File: src/rtl/wkalarm_pkg.sv
package wkalarm_pkg;
  localparam int BCD_W   = 8;
  localparam int DAYS    = 7;
  localparam int DAY_W   = $clog2(DAYS + 1);
  localparam int ADDR_W  = 2;
  localparam int DATA_W  = 8;
  localparam int ENA_BIT = 4;
  localparam int CLR_BIT = 0;

  typedef enum logic [ADDR_W-1:0] {
    SEL_MIN  = 2'd0,
    SEL_HOUR = 2'd1,
    SEL_MASK = 2'd2,
    SEL_CTRL = 2'd3
  } reg_sel_e;

  typedef struct packed {
    logic [BCD_W-1:0] minute;
    logic [BCD_W-1:0] hour;
    logic [DAYS-1:0]  mask;
    logic             enable;
  } alarm_cfg_t;
endpackage

File: src/rtl/wkalarm_regs.sv
module wkalarm_regs
  import wkalarm_pkg::*;
(
  input  logic              clk,
  input  logic              rst_n,
  input  logic              we,
  input  logic [ADDR_W-1:0] addr,
  input  logic [DATA_W-1:0] wdata,
  output alarm_cfg_t        cfg,
  output logic              clr_req
);
  alarm_cfg_t cfg_q;

  always_ff @(posedge clk or negedge rst_n) begin
    if (!rst_n) begin
      cfg_q <= '0;
    end else if (we) begin
      unique case (reg_sel_e'(addr))
        SEL_MIN:  cfg_q.minute <= wdata[BCD_W-1:0];
        SEL_HOUR: cfg_q.hour   <= wdata[BCD_W-1:0];
        SEL_MASK: cfg_q.mask   <= wdata[DAYS-1:0];
        SEL_CTRL: cfg_q.enable <= wdata[ENA_BIT];
        default:  cfg_q        <= cfg_q;
      endcase
    end
  end

  assign cfg     = cfg_q;
  assign clr_req = we && (reg_sel_e'(addr) == SEL_CTRL) && wdata[CLR_BIT];
endmodule

File: src/rtl/wkalarm_match.sv
module wkalarm_match
  import wkalarm_pkg::*;
(
  input  logic             clk,
  input  logic             rst_n,
  input  logic             beat,
  input  logic [BCD_W-1:0] sec,
  input  logic [BCD_W-1:0] minute,
  input  logic [BCD_W-1:0] hour,
  input  logic [DAY_W-1:0] wday,
  input  alarm_cfg_t       cfg,
  output logic             hit
);
  logic [DAYS-1:0] day_sel;
  logic            day_ok;
  logic            time_ok;
  logic            raw;
  logic            prev_q;

  for (genvar d = 0; d < DAYS; d++) begin : g_day
    assign day_sel[d] = cfg.mask[d] && (wday == DAY_W'(d));
  end

  assign day_ok  = |day_sel;
  assign time_ok = (sec == '0) && (minute == cfg.minute) && (hour == cfg.hour);
  assign raw     = day_ok && time_ok;

  always_ff @(posedge clk or negedge rst_n) begin
    if (!rst_n)    prev_q <= 1'b0;
    else if (beat) prev_q <= raw;
  end

  assign hit = beat && raw && !prev_q;
endmodule

File: src/rtl/wkalarm_flag.sv
module wkalarm_flag (
  input  logic clk,
  input  logic rst_n,
  input  logic hit,
  input  logic clr,
  input  logic enable,
  output logic flag,
  output logic irq
);
  logic flag_q;

  always_ff @(posedge clk or negedge rst_n) begin
    if (!rst_n)   flag_q <= 1'b0;
    else if (hit) flag_q <= 1'b1;
    else if (clr) flag_q <= 1'b0;
  end

  assign flag = flag_q;
  assign irq  = flag_q && enable;
endmodule

File: src/rtl/wkalarm_cmp.sv
module wkalarm_cmp
  import wkalarm_pkg::*;
(
  input  logic              clk,
  input  logic              rst_n,
  input  logic              t_valid,
  output logic              t_ready,
  input  logic [BCD_W-1:0]  t_sec,
  input  logic [BCD_W-1:0]  t_min,
  input  logic [BCD_W-1:0]  t_hour,
  input  logic [DAY_W-1:0]  t_wday,
  input  logic              cfg_we,
  input  logic [ADDR_W-1:0] cfg_addr,
  input  logic [DATA_W-1:0] cfg_wdata,
  output logic              alarm_flag,
  output logic              irq
);
  alarm_cfg_t cfg;
  logic       clr_req;
  logic       hit;
  logic       beat;
  logic       alm_en;

  assign t_ready = rst_n;
  assign beat    = t_valid && t_ready;
  assign alm_en  = cfg.enable;

  wkalarm_regs u_regs (
    .clk     (clk),
    .rst_n   (rst_n),
    .we      (cfg_we),
    .addr    (cfg_addr),
    .wdata   (cfg_wdata),
    .cfg     (cfg),
    .clr_req (clr_req)
  );

  wkalarm_match u_match (
    .clk    (clk),
    .rst_n  (rst_n),
    .beat   (beat),
    .sec    (t_sec),
    .minute (t_min),
    .hour   (t_hour),
    .wday   (t_wday),
    .cfg    (cfg),
    .hit    (hit)
  );

  wkalarm_flag u_flag (
    .clk    (clk),
    .rst_n  (rst_n),
    .hit    (hit),
    .clr    (clr_req),
    .enable (cfg.enable),
    .flag   (alarm_flag),
    .irq    (irq)
  );
endmodule

File: config.mk
export PLATFORM = sky130hd
export DESIGN_NAME = wkalarm_cmp
export DESIGN_NICKNAME = d
export VERILOG_FILES = /design/src/rtl/wkalarm_pkg.sv /design/src/rtl/wkalarm_regs.sv /design/src/rtl/wkalarm_match.sv /design/src/rtl/wkalarm_flag.sv /design/src/rtl/wkalarm_cmp.sv
export SDC_FILE = /design/constraint.sdc
export NUM_CORES = 1
export LEC_CHECK = 0
export BUFFER_PORTS_ARGS = -buffer_cell sky130_fd_sc_hd__buf_4
export CORE_UTILIZATION = 40
export CTS_BUF_LIST = sky130_fd_sc_hd__clkbuf_4 sky130_fd_sc_hd__clkbuf_8
export DETAILED_ROUTE_END_ITERATION = 7
export HOLD_SLACK_MARGIN = 0.08
export PLACE_DENSITY = 0.65
export SYNTH_ARGS = -nofsm -noshare
export SYNTH_HDL_FRONTEND = slang
export SYNTH_HIERARCHICAL = 1
export SYNTH_SLANG_ARGS = --single-unit
File: constraint.sdc
create_clock -name clk -period 1.6 [get_ports clk]
set_input_delay 0.24 -clock clk [delete_from_list [all_inputs] [get_ports clk]]
set_output_delay 0.24 -clock clk [all_outputs]
set_load 0.01 [all_outputs]
## After elaboration in Yosys (flattened, before gate mapping)

Cells that the tools add are included.
W data, S select, Z words.

- Flip-flop bits (word level): 26
- Bits in latches: 0
- Memory bits (writable): 0
- Bits in read-only memories: 0
- Input port bits: 41
- Output and inout bits: 3
- Word-level logic and storage cells: 45
- Memories: 0

- Add/subtract/negate cells: 0
- Multipliers: 0
- Div/mod/pow operators: 0
- Order comparisons: 0
- Eq/ne operators: 11
- Shift operators: 0
- Muxes and demuxes: 2
- Bitwise logic cells: 0
- Reductions and logical operators: 26

Operators by type and width:

| operator | count |
|---|---|
| $eq A8 B8 Y1 | 2 |
| $logic_and A1 B1 Y1 | 16 |
| $eq A3 B3 Y1 const B | 3 |
| $logic_not A8 Y1 | 1 |
| $reduce_and A2 Y1 | 4 |
| $reduce_or A7 Y1 | 1 |
| $eq A3 B2 Y1 const B | 2 |
| $eq A2 B2 Y1 const B | 2 |
| $eq A3 B1 Y1 const B | 1 |
| $logic_not A3 Y1 | 1 |
| $eq A2 B1 Y1 const B | 1 |
| $logic_not A2 Y1 | 1 |
| $mux W1 | 2 |
| $reduce_bool A2 Y1 | 1 |
| $logic_not A1 Y1 | 1 |

## Longest topological paths before layout

- Depth in word-level cells: 7
- Depth in mapped cells: 6
- Depth with buffers taken out: 6

## By module

Netlist, hierarchy kept.

By module, submodules not included:

| module | instances | cells each | area each (um^2) | seq. area each (um^2) |
|---|---|---|---|---|
| wkalarm_regs | 1 | 54 | 924.6 | 600.6 |
| wkalarm_match | 1 | 36 | 339.1 | 25.0 |
| wkalarm_flag | 1 | 4 | 42.5 | 25.0 |
| wkalarm_cmp | 1 | 2 | 13.8 | 0.0 |

## Worst setup path before layout

OpenSTA, ideal clock, no wires.

- Path kind: register to register
- Start: register u_regs.cfg_q (netlist bit u_regs/cfg[9])
- End: register u_flag.flag_q (netlist: u_flag/flag)
- Setup time: 0.064 ns
- Arrival: 1.224 ns
- Data required time: 1.536 ns
- Slack: 0.312 ns
- Stages on the path, launching flop included: 6
- Path buffers: 0
- Clock period less this slack: 1.288 ns
- Cell sequence: dfrtp_1 -> xor2_1 -> nor4_2 -> nand4_1 -> nor4_1 -> a21o_1

- Word-level cells in the longest chain between the ends: 6

Ends and longest elaborated chain:

| item | line | source |
|---|---|---|
| start, declared | wkalarm_regs.sv:12 | `alarm_cfg_t cfg_q;` |
| start signal, assigned | wkalarm_regs.sv:23 | `default: cfg_q <= cfg_q;` |
| $eq A8 B8 Y1 * | wkalarm_match.sv:25 | `assign time_ok = (sec == '0) && (minute == cfg.minute) && (hour == cfg.hour);` |
| $logic_and A1 B1 Y1 * | wkalarm_match.sv:25 |  |
| $logic_and A1 B1 Y1 * | wkalarm_match.sv:26 | `assign raw = day_ok && time_ok;` |
| $logic_and A1 B1 Y1 * (2 in series) | wkalarm_match.sv:33 | `assign hit = beat && raw && !prev_q;` |
| via hit | wkalarm_cmp.sv:20 | `logic hit;` |
| $mux W1 / $reduce_bool A2 Y1 (equally long branches) | - |  |
| end signal, assigned | wkalarm_flag.sv:13 | `if (!rst_n) flag_q <= 1'b0;` |
| end signal, assigned | wkalarm_flag.sv:14 | `else if (hit) flag_q <= 1'b1;` |
| end signal, assigned | wkalarm_flag.sv:15 | `else if (clr) flag_q <= 1'b0;` |
| end, declared | wkalarm_flag.sv:10 | `logic flag_q;` |

The timed path passes the listed nets; every way through them passes the cells marked *.
A chain may end at the register's enable or synchronous reset.

## Worst setup path in the final report

Same ends and word-level chain as after synthesis.

==> impl_results.md <==
* Antenna Cells at 0
* Synth Area in Compound Gates at 0.0227
* Post-Route Setup TNS at 0 ns
* Clock transition at path regs at 0.15 ns
* Pleak at 0.815 nW
* Fill count at 282
* Root buf cell: clkbuf_4
* First-pass GRT wire length at 4310 µm
* Worst EP arrival at 1.73 ns
* Multi-input gate area at ~660 µm²
* Async SR Flop Fraction at 1.00
* Cell total after placement at 184
* Final setup violation count at 0
* Area after DPL at 0.00171 mm²
* Fmax at 689 MHz
* Die area at 0.00353 mm²
* Vias per std cell at 4.88
* Flop pwr share at 0.497
* Part of the cycle the worst path needs at 0.907
* Initial antenna violation count at 0
* Initial core utilization at 0.425
* Via count at roughly 930
* Post-synthesis mux area share at 0.237
* FF/Latch Area at 651 µm²
* Crit path launch type: register
* Max-Cap Viols at 0
* Post-Place Setup Slack at 0.134 ns
* Chip width at 59.4 µm
* Status: finished clean
* Remaining antenna violation count at 0
* Yosys warning total at 6
* Total gr overflow at 0
* Final WS setup at about 0.15 ns
* Top Ports at 44
* Share of the yosys chip area belonging to registers at 0.493
* Power density over the cells at 940 mW/mm²
* HP Class: in -> reg
* Layout cells sized above 1 at 0.562
* Crit. End Element: register
* GP Congestion at 0.745
* Internal power at between 0.001 and 0.0015 W
* Vias in the first global route at 914
* Req. time, crit path at approximately 1.9 ns
* Die H at just under 60 µm
* Main synth FF type: dfrtp_1
* Clock Sink Count at 26
* Largest net degree at the start of global routing at 27
* EDFF count, synth at 0
* Drt pass-1 iters at 4
* Combinational fraction of design power at 0.233
* Yosys top cell by area: dfrtp_1
* Psw at 0.000420 W
* Skew-Pair Late Insertion Delay at 0.32 ns
* Core area at 0.00310 mm²
* Reg2Reg Capture Point: u_flag/flag
* WHS Path Cells at 2
* Worst-Margin Slew at 0.286 ns
* XOR/XNOR Fraction of Synth Area at 0.106
* CTS H-tree lvls at 1
* Setup repair after global routing missed its margin: no
* DRC at 0
* R2R Path Start: u_regs/cfg[9]
* Mean area per synthesized cell at approximately 14 µm²
* Synth area leaders: dfrtp_1, mux2_2, xor2_1
* Total power at approximately 0.0017 W
* Maximum VDD drop at 539 µV
* TritonCTS Buffers at 3
* Largest family of logic cells by synthesized area: multiplexers
* Row cnt at 20
* Clock power share at 0.269
* Clock buffer depth at 2
* Design area at 0.00179 mm²
* I/O Buffers at 43
* HP Start: cfg_wdata[7]
* Crit Path Max Fanout at 2
* Synth Area in Simple Gates at 0.127
* FF-to-FF path depth at 5
* WL final at 2670 µm
* Switch share at 0.249
* Synth Cell Area at 0.00132 mm²
* GRT Util Overall at 0.173
* Area delta synth->final at 35.9%
* Syn Nets at 137
* Adder-Cell Fraction of Synth Area at 0
* Worst Hold Endpoint: u_regs/cfg[15]
* Nets at 188
* Fin cells at between 150 and 200
* #FFs+latches synth at 26
* Slew Limit Fails at 0
* Clock Skew at 0.0133 ns
* Crit path kind: reg -> reg
* Post-Syn Instances at 96
* Initial DRC Count at 6
* Synth top area share at 0.493
* Relative slew slack at 0.809
* Hold Fails Final Rpt at 0
* R2R Setup Slk at around 0.15 ns
* Hpwl dp at 2080 µm
* Wire per inst at 14.1 µm
* CTS tree: yes
* Min Clock Period, post-route at approximately 1.5 ns
* Cell variety after synth at 26
critical path, cell delays in order (launching register included):
cell and delay (ns):
dfrtp_1 0.42, xor2_1 0.17, nor4_2 0.28, nand4_1 0.18, nor4_2 0.24, a21o_1 0.11
state kept, by name, indices dropped and copies added, names as in the netlist:
| name | flops |
|---|---|
| u_match/prev_q | 1 |
| u_flag/flag | 1 |
| u_regs/cfg | 24 |
kinds of logic after synthesis:
logic type | after synthesis
mux | 27
xor+xnor | 16
flops | 26
compound gates | 4
buf+inv | 4
simple gates | 19
per-layer routing:
layer  vias up  global-route usage  part of all wire
met1       455               0.226              0.44
met2        21               0.289              0.51
met4         0              0.0510            0.0064
li1        449                   -                 -
met3         2              0.0328             0.042
met5         -                   0                 0
cell usage in the layout (no fill, tap or decap), types with 2 or more instances in the layout:
cell type,n
nand3b_2,2
clkbuf_4,3
and2_1,2
buf_4,45
nor4_2,3
xor2_1,12
inv_1,3
xnor2_1,4
nand3_1,2
dfrtp_1,26
nor2_1,2
mux2_2,24
mux2i_1,2
worst max path at each step:
stage / startpoint / to / depth (start not counted)
floorplan: u_regs/cfg[9] / u_flag/flag / 5
global placement: u_regs/cfg[9] / u_flag/flag / 5
detailed placement: u_regs/cfg[9] / u_flag/flag / 5
CTS: u_regs/cfg[9] / u_flag/flag / 5
global route: u_regs/cfg[9] / u_flag/flag / 5
finish: u_regs/cfg[9] / u_flag/flag / 5
power groups by stage:
| stage | registers [W] | clock network [W] | logic (W) |
|---|---|---|---|
| 6_report | 0.000839 | 0.000454 | 0.000394 |
| 5_1_grt | 0.000857 | 0.000493 | 0.000431 |
| 4_1_cts | 0.000840 | 0.000465 | 0.000400 |
| 3_5_place_dp | 0.000854 | 0 | 0.000390 |
| 3_3_place_gp | 0.000849 | 0 | 0.000379 |
| 2_1_floorplan | 0.000836 | 0 | 0.000248 |
area by class of cell:
cell class | count | area share
clock buffer | 3 | 0.0126
clock inverter | 1 | 0.0167
inverter | 3 | 0.00628
multi-input combinational | 66 | 0.366
sequential | 26 | 0.363
tap | 44 | 0.0307
timing repair buffer | 47 | 0.205
stage by stage:
| step | hold WS [ns] | utilization |
|---|---|---|
| final | 0.143 | 0.578 |
| after global routing | 0.124 | 0.578 |
| after CTS | 0.138 | 0.576 |
| after detailed placement | 0.279 | 0.550 |
| after global placement | 0.282 | 0.550 |
| after floorplan | -0.0556 | - |
synth_stat cells (all sizes together), types with 2 or more instances:
library cell  number
and2               2
dfrtp             26
inv                3
mux2              24
mux2i              2
nand3              2
nand3b             3
nor2               2
nor4               4
xnor2              4
xor2              12
what timing repair did:
action / CTS / global route
hold buffers: 2 / 0
endpoints found under the hold margin: 26 / 0
setup buffers: 0 / 0
resized for setup: 0 / 1
setup endpoints to repair: 0 / 1
Note: power is estimated with default switching activity, not from simulation.
